==> src/rtl/bec_pkg.sv <==
package bec_pkg;
  typedef enum logic [1:0] {
    SEL_ADDR = 2'd0,
    SEL_CTRL = 2'd1,
    SEL_STAT = 2'd2,
    SEL_EN   = 2'd3
  } bec_sel_e;

  localparam int NEVT   = 9;
  localparam int EV_ATO = 0;
  localparam int EV_DTO = 1;
endpackage

==> src/rtl/bec_capture.sv <==
module bec_capture #(
  parameter int AW = 32,
  parameter int CW = 8
) (
  input  logic          clk,
  input  logic          rst,
  input  logic          unlock_i,
  input  logic          trig_i,
  input  logic [AW-1:0] addr_i,
  input  logic [CW-1:0] ctrl_i,
  output logic [AW-1:0] addr_o,
  output logic [CW-1:0] ctrl_o,
  output logic          locked_o
);
  logic [AW-1:0] addr_q;
  logic [CW-1:0] ctrl_q;
  logic          locked_q;
  logic          lock_eff;
  logic          load;

  // unlock is applied before the new error is considered
  assign lock_eff = locked_q & ~unlock_i;
  assign load     = trig_i & ~lock_eff;

  always_ff @(posedge clk) begin
    if (rst) begin
      addr_q   <= '0;
      ctrl_q   <= '0;
      locked_q <= 1'b0;
    end else begin
      locked_q <= lock_eff | trig_i;
      if (load) begin
        addr_q <= addr_i;
        ctrl_q <= ctrl_i;
      end
    end
  end

  assign addr_o   = addr_q;
  assign ctrl_o   = ctrl_q;
  assign locked_o = locked_q;

  AST_CAPTURE_LOAD: assert property (@(posedge clk) disable iff (rst)
    trig_i && !locked_q |=> addr_q == $past(addr_i) && ctrl_q == $past(ctrl_i) && locked_q);
  AST_LOCK_HOLD: assert property (@(posedge clk) disable iff (rst)
    locked_q && !unlock_i |=> $stable(addr_q) && $stable(ctrl_q) && locked_q);
  AST_UNLOCK_KEEP: assert property (@(posedge clk) disable iff (rst)
    unlock_i && !trig_i |=> !locked_q && $stable(addr_q) && $stable(ctrl_q));
  AST_SAME_CYCLE: assert property (@(posedge clk) disable iff (rst)
    unlock_i && trig_i |=> locked_q && addr_q == $past(addr_i));
endmodule

==> src/rtl/bec_status.sv <==
module bec_status #(
  parameter int NE = 9
) (
  input  logic          clk,
  input  logic          rst,
  input  logic [NE-1:0] evt_i,
  input  logic [NE-1:0] clr_i,
  input  logic          en_wr_i,
  input  logic [NE-1:0] en_wdata_i,
  output logic [NE-1:0] stat_o,
  output logic [NE-1:0] en_o,
  output logic          irq_o
);
  logic [NE-1:0] stat_q, stat_d;
  logic [NE-1:0] en_q, en_d;
  logic          irq_q;

  // per-bit: event sets, write-1 clears, event wins
  for (genvar b = 0; b < NE; b++) begin : g_bit
    always_comb begin
      stat_d[b] = evt_i[b] | (stat_q[b] & ~clr_i[b]);
      en_d[b]   = en_wr_i ? en_wdata_i[b] : en_q[b];
    end
  end

  always_ff @(posedge clk) begin
    if (rst) begin
      stat_q <= '0;
      en_q   <= '0;
      irq_q  <= 1'b0;
    end else begin
      stat_q <= stat_d;
      en_q   <= en_d;
      irq_q  <= |(stat_d & en_d);
    end
  end

  assign stat_o = stat_q;
  assign en_o   = en_q;
  assign irq_o  = irq_q;

  AST_EVT_SET: assert property (@(posedge clk) disable iff (rst)
    |evt_i |=> (stat_q & $past(evt_i)) == $past(evt_i));
  AST_W1C: assert property (@(posedge clk) disable iff (rst)
    |(clr_i & ~evt_i) |=> (stat_q & $past(clr_i & ~evt_i)) == '0);
  AST_IRQ_MATCH: assert property (@(posedge clk) disable iff (rst)
    irq_q == |(stat_q & en_q));
endmodule

==> src/rtl/buserr_capture.sv <==
module buserr_capture
  import bec_pkg::*;
#(
  parameter int AW = 32,
  parameter int CW = 8
) (
  input  logic          clk,
  input  logic          rst,
  input  logic          reg_wr,
  input  logic [1:0]    reg_sel,
  input  logic [AW-1:0] reg_wdata,
  output logic [AW-1:0] reg_rdata,
  input  logic [NEVT-1:0] evt_i,
  input  logic          tea_i,
  input  logic [AW-1:0] ten_addr,
  input  logic [CW-1:0] ten_ctrl,
  output logic          irq_o
);
  bec_sel_e        sel;
  logic            wr_cap, wr_stat, wr_en;
  logic            unlock, trig;
  logic [NEVT-1:0] clr_mask;
  logic [AW-1:0]   cap_addr;
  logic [CW-1:0]   cap_ctrl;
  logic            locked;
  logic [NEVT-1:0] stat, en;
  logic [AW-1:0]   rd_d, rd_q;

  assign sel     = bec_sel_e'(reg_sel);
  assign wr_cap  = reg_wr & (sel == SEL_ADDR || sel == SEL_CTRL);
  assign wr_stat = reg_wr & (sel == SEL_STAT);
  assign wr_en   = reg_wr & (sel == SEL_EN);

  assign unlock   = wr_cap | (wr_stat & (reg_wdata[EV_ATO] | reg_wdata[EV_DTO]));
  assign trig     = evt_i[EV_ATO] | evt_i[EV_DTO] | tea_i;
  assign clr_mask = wr_stat ? reg_wdata[NEVT-1:0] : '0;

  bec_capture #(.AW(AW), .CW(CW)) cap_i (
    .clk      (clk),
    .rst      (rst),
    .unlock_i (unlock),
    .trig_i   (trig),
    .addr_i   (ten_addr),
    .ctrl_i   (ten_ctrl),
    .addr_o   (cap_addr),
    .ctrl_o   (cap_ctrl),
    .locked_o (locked)
  );

  bec_status #(.NE(NEVT)) stat_i (
    .clk        (clk),
    .rst        (rst),
    .evt_i      (evt_i),
    .clr_i      (clr_mask),
    .en_wr_i    (wr_en),
    .en_wdata_i (reg_wdata[NEVT-1:0]),
    .stat_o     (stat),
    .en_o       (en),
    .irq_o      (irq_o)
  );

  always_comb begin
    rd_d = '0;
    unique case (sel)
      SEL_ADDR: rd_d = cap_addr;
      SEL_CTRL: rd_d[CW-1:0] = cap_ctrl;
      SEL_STAT: rd_d[NEVT-1:0] = stat;
      SEL_EN:   rd_d[NEVT-1:0] = en;
      default:  rd_d = '0;
    endcase
  end

  always_ff @(posedge clk) begin
    if (rst) rd_q <= '0;
    else     rd_q <= rd_d;
  end

  assign reg_rdata = rd_q;

  AST_STATUS_UNLOCK: assert property (@(posedge clk) disable iff (rst)
    wr_stat && (reg_wdata[EV_ATO] || reg_wdata[EV_DTO]) && !trig |=> !locked);
  AST_STATUS_NO_UNLOCK: assert property (@(posedge clk) disable iff (rst)
    wr_stat && !reg_wdata[EV_ATO] && !reg_wdata[EV_DTO] && locked |=> locked);
  AST_CAP_WRITE_UNLOCK: assert property (@(posedge clk) disable iff (rst)
    wr_cap && !trig |=> !locked && $stable(cap_addr));
  AST_EN_RESERVED: assert property (@(posedge clk) disable iff (rst)
    sel == SEL_EN |=> reg_rdata[AW-1:NEVT] == '0);
  AST_RD_ADDR: assert property (@(posedge clk) disable iff (rst)
    sel == SEL_ADDR |=> reg_rdata == $past(cap_addr));
endmodule

==> config.mk <==
export PLATFORM = sky130hd
export DESIGN_NAME = buserr_capture
export DESIGN_NICKNAME = d
export VERILOG_FILES = /design/src/rtl/bec_pkg.sv /design/src/rtl/bec_capture.sv /design/src/rtl/bec_status.sv /design/src/rtl/buserr_capture.sv
export SDC_FILE = /design/constraint.sdc
export NUM_CORES = 1
export LEC_CHECK = 0
export BUFFER_PORTS_ARGS = -buffer_cell sky130_fd_sc_hd__buf_2
export CAP_MARGIN = 20
export CORE_MARGIN = 3
export CORE_UTILIZATION = 51
export CTS_BUF_LIST = sky130_fd_sc_hd__clkbuf_4
export DETAILED_ROUTE_END_ITERATION = 6
export GPL_TIMING_DRIVEN = 1
export PLACE_DENSITY = 0.82
export SLEW_MARGIN = 20
export SYNTH_ARGS = -nofsm -noshare
export SYNTH_HDL_FRONTEND = slang
export SYNTH_SLANG_ARGS = --single-unit
==> constraint.sdc <==
create_clock -name clk -period 1.7 [get_ports clk]
set_input_delay 0.17 -clock clk [delete_from_list [all_inputs] [get_ports clk]]
set_output_delay 0.17 -clock clk [all_outputs]
set_load 0.005 [all_outputs]
==> flow_summary_export.csv, run 1 <==
group,metric,value,unit
sta,timing_worst_slew_pin_value,474,ps
worst_setup_path,regToRegStartpoint,"cap_i.locked_o$_SDFF_PP0_",
synthesis,synth.ff_latch_count,92,
layout,area_delta_synth_final,34.6,%
sta,hold_viol,0,
sta,timing.final.crit_period,1500,ps
outcome,status,"completed",
worst_setup_path,critical_path.max_fanout,20,
pwr,pwr-share-seq,57.7,%
synthesis,synth_top_family_by_area,"multiplexers",
layout,share_of_cells_above_drive_strength_1,29.8,%
synthesis,synth.cells.most_frequent,"sky130_fd_sc_hd__dfxtp_1 (92), sky130_fd_sc_hd__nor2_1 (63), sky130_fd_sc_hd__mux2i_1 (50), sky130_fd_sc_hd__and2_1 (23), sky130_fd_sc_hd__o22ai_1 (10)",
global_route,wire_length_of_the_first_global_routing_pass,12300,um
placement,place_ws,206,ps
worst_setup_path,cp.arrival,1810,ps
die,coreArea,0.00610,sq mm
synthesis,synth-compound-area-share,4.05,%
synthesis,synth_flop_cell,"sky130_fd_sc_hd__dfxtp_1",
clock_network,clockRootBuffer,"sky130_fd_sc_hd__clkbuf_4",
pwr,clock_power_share,28.3,%
pwr,switchingPower,0.997,mW
die,design.die.area,0.00748,sq mm
global_route,first_global_vias,2699,
hold_path,hold_path_depth,3,
clock_network,tritoncts,"built",
worst_setup_path,crit_type,"in -> reg",
drt,drt_drc_violations_left,0,
synthesis,yosys.area.top_type_share,55.7,%
hold_path,hold_path_endpoint,"cap_i.ctrl_o[7]$_SDFFE_PP0P_",
worst_setup_path,path_delay_family,"buffers and inverters",
worst_setup_path,timing.critical_path.slowest_cell_delay,540,ps
sta,max_freq,0.665,GHz
worst_setup_path,critPathRequiredTime,2000,ps
synthesis,post_synth.cell_area_avg,11.1,sq um
drt,route.vias.total,2587,
sta,min_period_over_period,88.5,%
sta,finalSetupViolations,0,
clock_network,cts_setup_buffers,0,
synthesis,post_synth_main_area_contributors,"sky130_fd_sc_hd__dfxtp_1 (56%), sky130_fd_sc_hd__mux2i_1 (15%), sky130_fd_sc_hd__nor2_1 (7.2%)",
synthesis,yosys.cell_count.top_type,"sky130_fd_sc_hd__dfxtp_1",
layout,diodes,0,
pwr,leakage_dissipation,2.18,nW
synthesis,async_flop_share,0,%
global_route,total_global_routing_track_utilization,21.1,%
pwr,cellPowerDensity,908,mW/mm^2
worst_setup_path,ff2ff_path_depth,4,
sta,timing.clock.skew,10.8,ps
sta,rsz0062_at_grt,"false",
clock_network,clock_tree.htree_level_count,3,
worst_setup_path,cp-end-kind,"flip-flop",
synthesis,synth-adder-area-share,0,%
drt,detailedRoute.firstPassIterationCount,4,
pwr,totalPowerFinal,4.04,mW
placement,finalWeightedCongestion,0.877,
synthesis,synth_area,0.00330,sq mm
worst_setup_path,timing.critical_path.cells,"dlygate4sd3_1 > buf_2 > nor3_1 > a21oi_4 > buf_12 > mux2i_1 > nor2_1",
clock_network,tritoncts.num_buffers,9,
placement,numPortBuffers,96,
clock_network,cts.reportedPaths.clkPinSlew,140,ps
layout,final_net_count,528,
worst_setup_path,cp_slowest_cell,"sky130_fd_sc_hd__dlygate4sd3_1",
die,floorplan.rows,28,
sta,setup_slack,196,ps
clock_network,tritoncts_num_sinks,92,
synthesis,proportion_of_synthesized_chip_area_in_sequential_cells,55.7,%
drt,drt-vias-per-instance,4.97,
drt,first_iter_violations,82,
sta,timing.slew.headroom,68.1,%
drt,antenna_violating_nets_left,0,
worst_setup_path,cp_num_buf_inv,3,
pwr,share_comb_of_total_power,14.1,%
synthesis,post-synth-top-area-cell,"sky130_fd_sc_hd__dfxtp_1",
pwr,internal_power,3.04,mW
synthesis,post_synth_and_or_nand_nor_area_fraction,16.1,%
job,max_cap_violations,0,
synthesis,synth_xor_xnor_area_share,0,%
sta,finalMaxSlewViolations,0,
pwr,vdd_drop_max,0.000562,V
die,start_util,54.2,%
global_route,grt_max_degree,28,
die,floorplan.die.width,86.5,um
die,floorplan.die.height,86.5,um
synthesis,ys.warnings.count,0,
sta,setup_tns,0,ps
synthesis,postSynthNetCount,384,
synthesis,post_synth_inst_count,297,
die,ios,120,
drt,route.detailed.wl_per_inst,14.3,um
clock_network,clkLatencyLatePin,410,ps
clock_network,clk_path_buf_depth,2,
synthesis,yosys.cell_types.count,24,
worst_setup_path,timing.critical_path.from_type,"input pin",
global_route,number_of_antenna_violations_at_the_first_check_in_global_routing,0,
hold_path,min_path_type,"in -> reg",
layout,final_util,72.9,%
worst_setup_path,setup.worst_path.start,"evt_i[1]",
global_route,globalRouteOverflowTotal,0,
synthesis,number_of_enable_flip_flop_cells_after_synthesis,0,
synthesis,synthMuxAreaShare,20.6,%
worst_setup_path,worst_r2r_endpoint,"cap_i.addr_o[25]$_SDFFE_PP0P_",
sta,hold_ws,34.2,ps
drt,finalWirelength,7440,um
pwr,power.switching_fraction,24.7,%
worst_setup_path,setup.reg_to_reg.worst_slack,530,ps
hold_path,hold_path_startpoint,"ten_ctrl[7]",
placement,hpwl,5010,um
[metrics by stage]
| stage | cells | instance area [sq um] |
|---|---|---|
| floorplan | 297 | 3300 |
| global placement | 461 | 3870 |
| detailed placement | 461 | 3870 |
| CTS | 521 | 4450 |
| global route | 521 | 4450 |
| finish | 521 | 4450 |
[kinds of logic after synthesis]
kind of cell	count (synthesis)
DFF	92
AOI/OAI and AO/OA	19
buffers and inverters	19
and+or+nand+nor	109
muxes	58
[metal layers]
layer  share of wire (%)  global-route usage (%)
met2                  52                    37.0
met4                 1.8                    9.63
met1                  41                    25.0
met5                   0                       0
met3                 5.2                    3.99
[registers in the layout, indices dropped and copies added (netlist names)]
register,count
stat_i.irq_o,1
cap_i.locked_o,1
stat_i.en_o,9
reg_rdata,32
cap_i.ctrl_o,8
stat_i.stat_o,9
cap_i.addr_o,32
[layout make-up]
class / count / area [sq um]
Sequential cell: 92 / 1840
Fill cell: 441 / 1650
Multi-Input combinational cell: 186 / 1350
Timing Repair Buffer: 151 / 1030
Tap cell: 75 / 93.8
Clock buffer: 9 / 67.6
Clock inverter: 7 / 66.3
Inverter: 1 / 3.75
[timing repair]
action                    4_1_cts  5_1_grt
hold endpoints to repair       44        0
hold buffers                   44        0
gates resized for setup         0        0
[worst register-to-register path, delay by kind of cell (launching register included)]
kind | cells | cell delay [ps]
AO/OA/AOI/OAI | 1 | 190
buffers and inverters | 1 | 220
flip-flops | 1 | 360
multiplexers | 1 | 240
AND/OR/NAND/NOR | 1 | 60
[placed cells by master, fill, tap and decap left out, drive strengths merged, types with 2 or more instances in the layout]
cell / count
a21oi: 7
nand2b: 6
mux4: 8
nor2b: 8
mux2i: 50
and2: 23
o22ai: 10
clkbuf: 9
nor3: 3
dfxtp: 92
buf: 107
inv: 2
dlygate4sd3: 44
nand4b: 3
clkinv: 3
clkinvlp: 2
nor2: 63
[how the worst max path moves through the flow]
stage / end / slack [ps] / depth (start not counted)
floorplan: stat_i.irq_o$_SDFF_PP0_ / 440 / 7
global placement: cap_i.ctrl_o[7]$_SDFFE_PP0P_ / 240 / 7
detailed placement: cap_i.addr_o[13]$_SDFFE_PP0P_ / 210 / 7
CTS: cap_i.addr_o[13]$_SDFFE_PP0P_ / 240 / 7
global route: cap_i.addr_o[28]$_SDFFE_PP0P_ / 150 / 7
finish: cap_i.addr_o[25]$_SDFFE_PP0P_ / 200 / 7
[power by group through the flow]
| stage | logic, mW | clock network (mW) | registers [mW] |
|---|---|---|---|
| 2_1_floorplan | 0.319 | 0 | 2.36 |
| 3_3_place_gp | 0.472 | 0 | 2.37 |
| 3_5_place_dp | 0.486 | 0 | 2.38 |
| 4_1_cts | 0.565 | 1.18 | 2.33 |
| 5_1_grt | 0.625 | 1.26 | 2.34 |
| 6_report | 0.568 | 1.14 | 2.33 |
No activity file was read; power rests on OpenSTA's default activity.
==> run 2, diff against run 1 <==
Settings changed: ABC_CLOCK_PERIOD_IN_PS from default to 1570.
Clock period 1.7 ns to 1.57 ns, I/O delays scaled along.
==> flow_summary_export.csv, run 2 (synthesis gave the netlist of run 1 again) <==
group,metric,value,unit
layout,final-instance-count-excl-fill,526,
drt,finalWirelength,7750,um
worst_setup_path,cp_slowest_cell,"sky130_fd_sc_hd__dlygate4sd3_1",
die,design.die.area,0.00748,sq mm
sta,timing.clock.skew,7.68,ps
layout,final_util,73.4,%
drt,first_iter_violations,89,
placement,place_ws,85.5,ps
sta,timing.final.crit_period,1460,ps
sta,hold_viol,0,
placement,numPlacedInstances,463,
global_route,wire_length_of_the_first_global_routing_pass,12900,um
sta,timing_worst_slew_pin_value,414,ps
clock_network,clock_tree.htree_level_count,3,
die,floorplan.rows,28,
layout,final_net_count,534,
drt,antenna_violating_nets_left,0,
sta,rsz0062_at_grt,"false",
die,floorplan.die.width,86.5,um
worst_setup_path,path_delay_family,"buffers and inverters",
die,coreArea,0.00610,sq mm
global_route,grt_max_degree,24,
clock_network,clockRootBuffer,"sky130_fd_sc_hd__clkbuf_4",
drt,drt-vias-per-instance,5.02,
pwr,cellPowerDensity,946,mW/mm^2
clock_network,tritoncts,"built",
layout,highest_count_cells_in_the_layout_ignoring_fill_and_taps,"sky130_fd_sc_hd__buf_2 (96), sky130_fd_sc_hd__dfxtp_1 (92), sky130_fd_sc_hd__nor2_1 (63), sky130_fd_sc_hd__mux2i_1 (50), sky130_fd_sc_hd__dlygate4sd3_1 (48)",
clock_network,clk_path_buf_depth,2,
sta,finalMaxSlewViolations,0,
outcome,status,"completed",
placement,numPortBuffers,96,
die,ios,120,
hold_path,min_path_type,"in -> reg",
clock_network,cts.reportedPaths.clkPinSlew,120,ps
worst_setup_path,timing.critical_path.slowest_cell_delay,530,ps
sta,setup_tns,0,ps
placement,finalWeightedCongestion,0.818,
worst_setup_path,cp.arrival,1780,ps
layout,area_delta_synth_final,35.4,%
worst_setup_path,setup.reg_to_reg.worst_slack,340,ps
clock_network,clkLatencyLatePin,420,ps
die,start_util,54.2,%
worst_setup_path,cp-end-kind,"flip-flop",
global_route,total_global_routing_track_utilization,22.4,%
sta,setup_slack,114,ps
sta,min_period_over_period,92.7,%
placement,hpwl,5190,um
sta,max_freq,0.687,GHz
worst_setup_path,critical_path.max_fanout,23,
worst_setup_path,cp_num_buf_inv,3,
layout,mostFrequentLayoutCell,"sky130_fd_sc_hd__buf_2",
job,max_cap_violations,0,
worst_setup_path,critPathRequiredTime,1890,ps
pwr,leakage_dissipation,2.20,nW
drt,detailedRoute.firstPassIterationCount,4,
global_route,number_of_antenna_violations_at_the_first_check_in_global_routing,0,
clock_network,tritoncts.num_buffers,9,
global_route,first_global_vias,2788,
worst_setup_path,timing.critical_path.from_type,"input pin",
worst_setup_path,timing.critical_path.cells,"dlygate4sd3_1 > buf_2 > nor3_1 > a21oi_4 > buf_12 > mux2i_1 > nor2_1",
layout,diodes,0,
die,floorplan.die.height,86.5,um
drt,route.detailed.wl_per_inst,14.7,um
global_route,globalRouteOverflowTotal,0,
sta,finalSetupViolations,0,
sta,timing.slew.headroom,72.2,%
drt,drt_drc_violations_left,0,
pwr,vdd_drop_max,0.000721,V
drt,route.vias.total,2638,
clock_network,cts.repair.resized,0,
clock_network,tritoncts_num_sinks,92,
worst_setup_path,crit_type,"in -> reg",
layout,share_of_cells_above_drive_strength_1,29.7,%
## run 2: cell type report
class                   instances  area [sq um]
flip-flops and latches         92          1840
fillers                       474          1620
multi-input cells             186          1350
repair buffers                157          1080
well taps                      75          93.8
clock buffers                  12          90.1
clock inverters                 3          15.0
inverters                       1          3.75
## run 2: worst paths after layout
kind                                  from                            to  depth (start not counted)
max                               evt_i[1]  cap_i.addr_o[4]$_SDFFE_PP0P_                          7
min                            ten_addr[3]  cap_i.addr_o[3]$_SDFFE_PP0P_                          3
max reg2reg      cap_i.locked_o$_SDFF_PP0_  cap_i.addr_o[4]$_SDFFE_PP0P_                          4
min reg2reg  cap_i.addr_o[31]$_SDFFE_PP0P_      reg_rdata[31]$_SDFF_PP0_                          1
## run 2: stage by stage
stage | area [sq um] | power [mW] | hold slack [ps]
floorplan | 3300 | 2.91 | 285
global placement | 3890 | 3.08 | 386
detailed placement | 3890 | 3.11 | 392
CTS | 4470 | 4.26 | 0.130
global route | 4470 | 4.43 | 19.5
finish | 4470 | 4.23 | 22.6
## run 2: power by group
group          leakage [nW]  internal, mW  switching [mW]  total (mW)
combinational          1.38         0.360           0.269       0.629
sequential            0.756          2.46          0.0601        2.52
clock                0.0585         0.363           0.714        1.08
## run 2: worst min-delay path: cells and delay by family
| kind | cells | cell delay, ps |
|---|---|---|
| buf+inv | 1 | 80 |
| mux | 1 | 60 |
| simple gates | 1 | 110 |
## run 2: what timing repair did
| item | in CTS | in global routing |
|---|---|---|
| hold buffers | 48 | 0 |
| setup buffers | 0 | 0 |
| hold endpoints to repair | 48 | 0 |
## run 2: routing by layer
| metal | vias up | wire (um) | GRT usage, % | part of all wire [%] |
|---|---|---|---|---|
| li1 | 1304 | - | - | - |
| met1 | 1243 | 3030 | 24.9 | 39 |
| met2 | 70 | 4190 | 41.6 | 54 |
| met3 | 21 | 308 | 3.52 | 4.0 |
| met4 | 0 | 218 | 10.1 | 2.8 |
| met5 | - | 0 | 0 | 0 |
